[config.mk]
export PLATFORM = sky130hd
export DESIGN_NAME = uart_sleep_ctrl
export DESIGN_NICKNAME = d
export VERILOG_FILES = /design/src/rtl/uart_sleep_ctrl.sv
export SDC_FILE = /design/constraint.sdc
export NUM_CORES = 1
export LEC_CHECK = 0
export CORE_ASPECT_RATIO = 2
export CORE_MARGIN = 5
export CORE_UTILIZATION = 55
export DETAILED_ROUTE_END_ITERATION = 10
export DONT_BUFFER_PORTS = 1
export GPL_TIMING_DRIVEN = 0
export PLACE_DENSITY = 0.77
export SYNTH_ARGS = -nofsm -noshare
export SYNTH_HDL_FRONTEND = slang
export SYNTH_SLANG_ARGS = --single-unit
[constraint.sdc]
create_clock -name clk -period 2.3 [get_ports clk]
set_input_delay 0 -clock clk [delete_from_list [all_inputs] [get_ports clk]]
set_output_delay 0 -clock clk [all_outputs]
set_load 0.02 [all_outputs]
[src/rtl/uart_sleep_ctrl.sv]
module uart_sleep_ctrl #(
  parameter int NCH           = 4,
  parameter int IDLE_CYCLES   = 16,
  parameter int SETTLE_CYCLES = 32
) (
  input  logic             clk,
  input  logic             rst_n,
  input  logic [NCH-1:0]   sleep_en,
  input  logic [NCH-1:0]   irq_pend,
  input  logic [NCH-1:0]   rx,
  input  logic [NCH-1:0]   tx_load,
  input  logic [4*NCH-1:0] modem_in,
  input  logic [NCH-1:0]   msr_rd,
  output logic             asleep,
  output logic             clk_gate,
  output logic             wake_pulse,
  output logic [NCH-1:0]   modem_chg,
  output logic [NCH-1:0]   wake_cause,
  output logic             osc_ready
);
  localparam int MW = 4 * NCH;
  localparam int IW = $clog2(IDLE_CYCLES + 1);
  localparam int SW = $clog2(SETTLE_CYCLES + 1);

  logic [NCH-1:0] rx_s1, rx_s2, rx_s3, tx_s1, tx_s2;
  logic [MW-1:0]  md_s1, md_s2, md_s3;
  logic [NCH-1:0] md_edge, ev;
  logic [IW-1:0]  idle_cnt;
  logic [SW-1:0]  settle_cnt;
  logic           any_ev, quiet;

  always_ff @(posedge clk or negedge rst_n) begin
    if (!rst_n) begin
      rx_s1 <= '1; rx_s2 <= '1; rx_s3 <= '1;
      tx_s1 <= '0; tx_s2 <= '0;
      md_s1 <= '1; md_s2 <= '1; md_s3 <= '1;
    end else begin
      rx_s1 <= rx;       rx_s2 <= rx_s1; rx_s3 <= rx_s2;
      tx_s1 <= tx_load;  tx_s2 <= tx_s1;
      md_s1 <= modem_in; md_s2 <= md_s1; md_s3 <= md_s2;
    end
  end

  for (genvar g = 0; g < NCH; g++) begin : g_ch
    assign md_edge[g] = |(md_s3[4*g +: 4] ^ md_s2[4*g +: 4]);
  end

  assign ev       = (rx_s3 & ~rx_s2) | tx_s2 | md_edge;
  assign any_ev   = |ev;
  assign quiet    = (&sleep_en) && !(|irq_pend) && !(|modem_chg) && (&rx_s2) && !any_ev && osc_ready;
  assign clk_gate = asleep;

  always_ff @(posedge clk or negedge rst_n) begin
    if (!rst_n) modem_chg <= '0;
    else        modem_chg <= (modem_chg & ~msr_rd) | md_edge;
  end

  always_ff @(posedge clk or negedge rst_n) begin
    if (!rst_n) begin
      asleep     <= 1'b0;
      wake_pulse <= 1'b0;
      wake_cause <= '0;
      idle_cnt   <= '0;
    end else begin
      wake_pulse <= 1'b0;
      if (asleep) begin
        idle_cnt <= '0;
        if (!(&sleep_en)) asleep <= 1'b0;
        else if (any_ev) begin
          asleep     <= 1'b0;
          wake_pulse <= 1'b1;
          wake_cause <= ev;
        end
      end else if (quiet) begin
        if (idle_cnt == IW'(IDLE_CYCLES - 1)) begin
          asleep   <= 1'b1;
          idle_cnt <= '0;
        end else idle_cnt <= idle_cnt + 1'b1;
      end else idle_cnt <= '0;
    end
  end

  always_ff @(posedge clk or negedge rst_n) begin
    if (!rst_n) begin
      osc_ready  <= 1'b1;
      settle_cnt <= '0;
    end else if (asleep) begin
      osc_ready  <= 1'b0;
      settle_cnt <= '0;
    end else if (!osc_ready) begin
      if (settle_cnt == SW'(SETTLE_CYCLES - 1)) osc_ready <= 1'b1;
      else settle_cnt <= settle_cnt + 1'b1;
    end
  end

  p_no_sleep_irq_r3: assert property (@(posedge clk) disable iff (!rst_n)
    $rose(asleep) |-> ($past(irq_pend) == '0));
  p_no_sleep_settling_r9: assert property (@(posedge clk) disable iff (!rst_n)
    (!osc_ready && !asleep) |=> !asleep);
  p_pulse_single_r7: assert property (@(posedge clk) disable iff (!rst_n)
    wake_pulse |=> !wake_pulse);
  p_pulse_on_wake_r7: assert property (@(posedge clk) disable iff (!rst_n)
    wake_pulse |-> ($past(asleep) && !asleep));
  p_sleep_enabled_r8: assert property (@(posedge clk) disable iff (!rst_n)
    asleep |-> $past(&sleep_en));
  for (genvar g = 0; g < NCH; g++) begin : g_chk
    p_latch_hold_r6: assert property (@(posedge clk) disable iff (!rst_n)
      $fell(modem_chg[g]) |-> $past(msr_rd[g]));
  end
endmodule

[Word-level counts from Yosys, hierarchy flattened]
Cells that the tools add are included.
Storage, ports and cells
  logic and storage cells: 68
  output and inout port bits: 12
  register bits: 90
  input bits: 38
Cells by class
  add/sub/neg operators: 2
  muxes and demuxes: 17
  eq/ne operators: 4
  reductions and logical operators: 19
  bitwise gates (word level): 11
Operators by type and width (count)
  $reduce_or 4->1: 7
  $mux 6: 3
  $xor 4x4->4: 4
  $mux 5: 3
  $or 4x4->4: 3
  $mux 1: 11
  $and 4x4->4: 2
  $not 4->4: 2
  $reduce_and 4->1: 2
  $add 6x1->6 const B: 1
  $eq 6x5->1 const B: 1
  $reduce_and 6->1: 1
  $add 5x1->5 const B: 1
  $eq 5x4->1 const B: 1
  $logic_and 1x1->1: 5
  $ne 2x2->1 const B: 2
  $logic_not 1->1: 3
  $reduce_and 2->1: 1

[Logic depth before layout (Yosys ltp)]
Gate-level depths: netlist of run 1.
  depth in word-level cells: 10
  mapped depth: 7
  mapped depth without buffers: 5

[Worst setup path before layout of run 1]
Ideal clock, no wire load.
  path type: register -> register
  start: reg md_s2[1]
  end: reg idle_cnt[3]
  path slack: 481 ps
  required time: 2199 ps
  arrival time: 1718 ps
  stages on the path, launching flop included: 7
  library setup time: 101 ps
  buffers on the path: 1
  period minus slack after synthesis: 1819 ps
  cell sequence: dfstp_2 -> xor2_1 -> nor4_2 -> nand4_1 -> or2_1 -> buf_6 -> nor4_1
Between the ends
  word-level cells in the longest chain between the ends: 9
RTL lines
  from (decl): RTL line 26  | logic [MW-1:0] md_s1, md_s2, md_s3;
  from (signal assigned): RTL line 40  | md_s1 <= modem_in; md_s2 <= md_s1; md_s3 <= md_s2;
  $xor 4x4->4: RTL line 45  | assign md_edge[g] = |(md_s3[4*g +: 4] ^ md_s2[4*g +: 4]);
  $reduce_or 4->1: RTL line 45
  $or 4x4->4: RTL line 48  | assign ev = (rx_s3 & ~rx_s2) | tx_s2 | md_edge;
  $reduce_or 4->1: RTL line 49  | assign any_ev = |ev;
  $logic_not 1->1: RTL line 50  | assign quiet = (&sleep_en) && !(|irq_pend) && !(|modem_chg) && (&rx_s2) && !any_ev && osc_ready;
  $logic_and 1x1->1 (2 in a row): RTL line 50
  $mux 5: RTL line 74  | end else if (quiet) begin
  $mux 5: RTL line 66  | if (asleep) begin
  to (signal assigned): RTL line 78  | end else idle_cnt <= idle_cnt + 1'b1;
  to (decl): RTL line 28  | logic [IW-1:0] idle_cnt;
No other way between the ends.
A chain may end at the register's enable or synchronous reset.

[Worst setup path in the final report of run 1]
  start: reg md_s2[5]
  end: reg idle_cnt[3]
Same word-level chain as after synthesis.

==> reports/results.tsv, run 1 <==
metric	value	unit
Compound-Gate Fraction of Synth Area	0.0392	
CP max FO	7	
Die Ht	114	um
Synth Cell Area	3000	um^2
std cell rows	38	
post-DP HPWL	2960	um
max-cap violations	0	
full die area	7110	um^2
RSZ-0062 raised after global routing	no	
post-layout min period	2040	ps
worst min-delay path startpoint	sleep_en[1]	
crit share post-route	0.887	
CTS tree	built	
R2R Path End	idle_cnt[3]$_DFF_PN0_	
WP data arrival	2290	ps
total congestion overflow	0	
via count	1563	
vias in the first global route	1579	
Hold Vio Cnt, Final	0	
antenna-violating nets left	0	
Data required, critical path	2550	ps
num ports	50	
type of origin of the critical path	flop	
Synth Instances	194	
Post-route DRC	0	
root buf cell	clkbuf_8	
met1 GRT Util	0.159	
Final Skew	8.29	ps
clk slew on worst S/H paths	80	ps
port bufs	0	
Seq/Total Area, Yosys	0.777	
# diodes	0	
Synth Area in Adders	0.00835	
TNS Setup	0	ps
core area	5370	um^2
Synthesized Nets	234	
Setup WS pre-CTS	66.9	ps
final setup margin	259	ps
met2 global-route usage	0.227	
Area Overhead vs Synth	19.7	%
clock buffer count from CTS	9	
synthesized flop and latch total	90	
First DRT Iteration DRCs	80	
CTS Buffer Depth	2	
RD Place Congestion	0.750	
post-DR wirelength/cell	15.2	um
gr usage total	0.144	
PD cells	855	nW/um^2
grt met3 use	0.0599	
Finish-stage setup viols	0	
nets@finish	275	
clock latency at the later pin of the worst-skew pair	350	ps
Slew HR	0.628	
largest family of logic cells by synthesized area	simple AND/OR/NAND/NOR gates	
VDD IR max	0.738	mV
drt total wl	4560	um
first-pass GRT wire length	7600	um
largest net degree at the start of global routing	91	
GRT Max-Usage Layer	met2	
Final Slew Violations	0	
Worst-Margin Slew	558	ps
crit path from	md_s2[5]$_DFF_PN1_	
layout cell share with drive strength beyond 1	0.350	
initial antenna violation count	0	
die width	62.2	um
Simple-Gate Fraction of Synth Area	0.0823	
placed cells	254	
FF-to-FF Start	md_s2[5]$_DFF_PN1_	
outcome	complete, no violations	
Avg Cell Area, Syn	15.4	um^2
CP endpoint kind	flop	
fmax	490	MHz
First-pass DRT Iterations	4	
R2R depth	6	
Clock Sinks	90	
Setup Buffers After CTS	0	
Synth Warn #	0	
Initial Util	0.558	
Setup CP Type	reg -> reg	
H-tree depth reported by CTS	3	
mux cell area share after synthesis	0.00334	
CP endpoint	idle_cnt[3]$_DFF_PN0_	
Leakage	1.47	nW
Distinct cells, synth	27	
drt via density	5.21	
Hold Path Class	in -> reg	
Finished Layout Cells	300	
FF-to-FF setup slack	260	ps
xor and xnor area share after synthesis	0.0672	
==> metal layers <==
| metal | vias up | wire [um] |
|---|---|---|
| met1 | 778 | 1720 |
| met5 | - | 0 |
| met4 | 0 | 104 |
| met2 | 44 | 2460 |
| li1 | 733 | - |
| met3 | 8 | 268 |
==> critical path: stages, from the launching register on <==
cell	delay [ps]
dfstp_2	540
xor2_1	90
nor4_4	410
nand4_1	210
or2_1	280
buf_6	130
nor4_1	270
==> layout make-up <==
class | instances | area [um^2]
inverters | 11 | 41.3
clock inverters | 5 | 28.8
repair buffers | 30 | 318
fillers | 387 | 1790
clock buffers | 11 | 141
flip-flops and latches | 90 | 2330
multi-input cells | 89 | 627
plain buffers | 4 | 26.3
well taps | 60 | 75.1
==> cells by family (layout without fill, tap and decap cells) <==
logic type,count (synthesis),count (layout)
compound gates,23,23
xor+xnor,23,23
fa+ha+maj,2,2
buf+inv,15,61
flops,90,90
mux,1,1
simple gates,40,40
==> worst min path at each step <==
stage                             endpoint  slack [ps]  depth (start not counted)
finish               idle_cnt[1]$_DFF_PN0_         130                          4
floorplan                 asleep$_DFF_PN0_        -300                          0
global placement    modem_chg[0]$_DFF_PN0_        -290                          0
global route            md_s1[5]$_DFF_PN1_         150                          1
detailed placement  modem_chg[1]$_DFF_PN0_        -290                          0
CTS                  idle_cnt[1]$_DFF_PN0_         120                          4
==> power by group <==
part           leakage [nW]  switching [W]  internal [W]  total, W
clock                0.0894       0.000494      0.000417  0.000911
combinational         0.405       0.000151      0.000141  0.000292
sequential            0.975       0.000103       0.00176   0.00186
total                  1.47       0.000748       0.00232   0.00307
==> registers in the layout (all words and copies together) (netlist names), 4 cells and up <==
| register | count |
|---|---|
| md_s1 | 16 |
| md_s3 | 16 |
| rx_s1 | 4 |
| settle_cnt | 6 |
| rx_s2 | 4 |
| idle_cnt | 5 |
| md_s2 | 16 |
| wake_cause | 4 |
| rx_s3 | 4 |
| tx_s1 | 4 |
| modem_chg | 4 |
| tx_s2 | 4 |
==> Yosys cell counts, drive strengths merged <==
master	count	area (um^2)
a211oi	1	7.51
a21oi	13	65.1
and3	1	6.26
and4	1	8.76
and4b	1	10.0
buf	2	18.8
clkbuf	2	7.51
dfrtp	29	726
dfstp	61	1600
ha	2	25.0
inv	11	41.3
mux2i	1	10.0
nand2	2	7.51
nand3	8	40.0
nand4	6	37.5
nor2	7	26.3
nor2b	1	6.26
nor3	2	10.0
nor4	9	81.3
o21ai	9	45.0
or2	2	12.5
xnor2	3	26.3
xor2	20	175
==> placed cells by master (no fill, tap or decap), types with 2 or more instances in the layout <==
| cell type | instances |
|---|---|
| dfstp_2 | 61 |
| dfrtp_1 | 29 |
| dlygate4sd3_1 | 29 |
| xor2_1 | 20 |
| a21oi_1 | 13 |
| inv_1 | 11 |
| clkbuf_8 | 10 |
| nand3_1 | 8 |
| nor2_1 | 7 |
| nand4_1 | 6 |
| o21ai_0 | 6 |
| nor4_1 | 5 |
| clkbuf_1 | 3 |
| nor4_4 | 3 |
| xnor2_1 | 3 |
| o21ai_1 | 3 |
| clkinv_2 | 3 |
| nor3_1 | 2 |
| nand2_1 | 2 |
| ha_1 | 2 |
==> through the flow <==
stage / power (W) / util / hold WS (ps) / cell area (um^2)
2_1_floorplan: 0.00205 / - / -296 / 3000
3_3_place_gp: 0.00209 / 0.572 / -293 / 3070
3_5_place_dp: 0.00211 / 0.572 / -294 / 3070
4_1_cts: 0.00311 / 0.663 / 118 / 3560
5_1_grt: 0.00325 / 0.667 / 155 / 3590
6_report: 0.00307 / 0.667 / 133 / 3590
==> repair_timing <==
action | 4_1_cts | 5_1_grt
hold buffers | 30 | 0
resized for setup | 0 | 3
endpoints found under the hold margin | 118 | 0
setup endpoints to repair | 0 | 2
Power figures use the tool's default switching activity.
==> run 2, diff against run 1 <==
- PLACE_DENSITY: 0.77 -> 0.69
- clock period: 2.3 -> 1.9 ns (I/O delays scaled with it)
==> run 2 against run 1 <==
The run now ends with hold timing left. Core utilization is 1.6 points higher. Maximum frequency is 8.6% higher. Flip-flop and latch count stayed put. Combinational power is 13% higher. Die area stayed put. Final cell count is 1.7% higher. Cell area is 2.4% higher. Count of clock-buffer cells in the layout stayed put. Clock power is 32% higher. Critical path depth stayed put. Worst setup slack worse by 240 ps. First-iteration DRC count is 51% lower. Highest routed layer unchanged.
==> reports/results.tsv, run 2 (synthesized netlist as in run 1, its figures left out) <==
metric	value	unit	change
Post-CTS Hold Buffers	28		-6.7%
drt via density	5.28		+1.3%
RD Place Congestion	0.712		-5.1%
delay-heaviest family, CP	simple AND/OR/NAND/NOR gates		
cell with the largest stage delay on the worst path	dfstp_2		
die width	62.2	um	unchanged
Area Overhead vs Synth	22.5	%	
gr usage total	0.153		+0.00985
CP Buf/Inv Count	1		unchanged
Final Slew Violations	0		unchanged
WP data arrival	2130	ps	-160 ps
antenna-violating nets left	0		unchanged
Clock Sinks	90		unchanged
# diodes	0		unchanged
post-layout min period	1880	ps	-161 ps
Placed Area	3070	um^2	unchanged
Leakage	1.49	nW	+1.7%
post-DR wirelength/cell	15.6	um	+2.8%
clock buffer count from CTS	9		unchanged
full die area	7110	um^2	unchanged
via count	1609		+2.9%
root buf cell	clkbuf_8		
slowest stage delay, CP	560	ps	+20 ps
violated checks	hold timing		
Final Skew	8.68	ps	+0.396 ps
outcome	complete, but fails checks		
Setup CP Type	reg -> reg		
Finish-stage setup viols	0		unchanged
worst hold margin	-663	ps	-796 ps
Post-route DRC	0		unchanged
Hold Path Class	in -> async		
worst-path cell chain	xor2_2 -> nor4_4 -> nand4_1 -> or2_1 -> buf_6 -> nor4_2		
Hold Vio Cnt, Final	90		+90
total power	0.00379	W	+24%
most frequent cells in the layout	dfstp_2, dfrtp_1, dlygate4sd3_1		
RSZ-0062 raised after global routing	yes		
core area	5370	um^2	unchanged
fmax	532	MHz	+8.6%
biggest regs	md_s1 x16, md_s2 x16, md_s3 x16		
total congestion overflow	0		unchanged
Die Ht	114	um	unchanged
H-tree depth reported by CTS	3		unchanged
First DRT Iteration DRCs	39		-51%
nets@finish	280		+1.8%
clock latency at the later pin of the worst-skew pair	350	ps	about the same
Data required, critical path	2150	ps	-400 ps
vias in the first global route	1829		+16%
layout cell share with drive strength beyond 1	0.388		+0.0378
First-pass DRT Iterations	4		unchanged
CP endpoint kind	flop		
post-DP HPWL	3210	um	+8.5%
Slew HR	0.506		-0.123
Initial Util	0.558		unchanged
VDD IR max	0.829	mV	+12%
R2R depth	6		unchanged
Critical Path Stages	6		unchanged
Worst-Margin Slew	734	ps	+176 ps
type of origin of the critical path	flop		
std cell rows	38		unchanged
PD cells	1030	nW/um^2	+21%
num ports	50		unchanged
CTS tree	built		
CP max FO	7		unchanged
largest net degree at the start of global routing	91		unchanged
max-cap violations	0		unchanged
CTS Buffer Depth	2		unchanged
clk slew on worst S/H paths	80	ps	about the same
most common cell after layout, fill and taps aside	dfstp_2		
port bufs	0		unchanged
crit share post-route	0.989		+0.102
drt total wl	4760	um	+4.5%
initial antenna violation count	0		unchanged
first-pass GRT wire length	8340	um	+9.8%
Final Instance Area	3670	um^2	+2.4%
run 2: cell count changes in the layout (fill, tap and decap cells not counted):
cell           change
buf_4              +7
nor4_1             -3
nor4_4             +2
xor2_1             -2
xor2_2             +2
buf_16             -1
bufinv_16          +1
clkbuf_4           +1
clkbuf_8           -1
clkinv_2           -1
clkinvlp_4         +1
dlygate4sd3_1      -1
inv_4              -1
nor4_2             +1
run 2: cell type report:
| type | instances | area (um^2) |
|---|---|---|
| repair buffers | 35 | 333 |
| fillers | 377 | 1700 |
| well taps | 60 | 75.1 |
| inverters | 11 | 41.3 |
| clock buffers | 11 | 131 |
| flip-flops and latches | 90 | 2330 |
| multi-input cells | 89 | 678 |
| clock inverters | 5 | 55.1 |
| plain buffers | 4 | 30.0 |
run 2: report_power, final:
part           internal, W  switching, W
clock network     0.000604      0.000599
logic             0.000171      0.000160
registers          0.00213      0.000127
total              0.00291      0.000887
run 2: worst register-to-register path, delay by kind of cell, from the launching register on:
family | cells | cell delay (ps)
xor+xnor | 1 | 80
buf+inv | 1 | 140
flops | 1 | 560
simple gates | 4 | 1000
run 2: routing by layer:
layer	vias to the layer above	part of all wire	GRT usage
met5	-	0	0
met4	0	0.035	0.101
met3	17	0.061	0.0452
met2	56	0.54	0.259
met1	796	0.36	0.163
li1	740	-	-
run 2: through the flow:
stage / utilization / instances / setup WS (ps) / hold WS [ps] / setup TNS, ps
finish: 0.684 / 305 / 20.1 / -663 / 0
global route: 0.684 / 305 / -105 / -699 / -387
CTS: 0.672 / 304 / -26.6 / -686 / -52.1
detailed placement: 0.572 / 254 / -261 / -293 / -1380
global placement: 0.572 / 254 / -215 / -293 / -1170
floorplan: - / 194 / 80.9 / -296 / 0
run 2: worst paths after layout:
check	to	from	slack, ps
worst max-delay path	idle_cnt[2]$_DFF_PN0_	md_s2[13]$_DFF_PN1_	20
worst min-delay path	idle_cnt[1]$_DFF_PN0_	rst_n	-660
worst max register to register	idle_cnt[2]$_DFF_PN0_	md_s2[13]$_DFF_PN1_	20
worst min register to register	tx_s2[2]$_DFF_PN0_	tx_s1[2]$_DFF_PN0_	350
max in group asynchronous	md_s1[7]$_DFF_PN1_	rst_n	2340
min in group clk	rx_s1[1]$_DFF_PN1_	rx[1]	190
run 2: repair_timing:
item	4_1_cts	5_1_grt
resized for setup	4	9
endpoints found under the setup margin	11	11
endpoints found under the hold margin	118	90
pin swaps	6	7
setup buffers	6	1
gates cloned	0	0
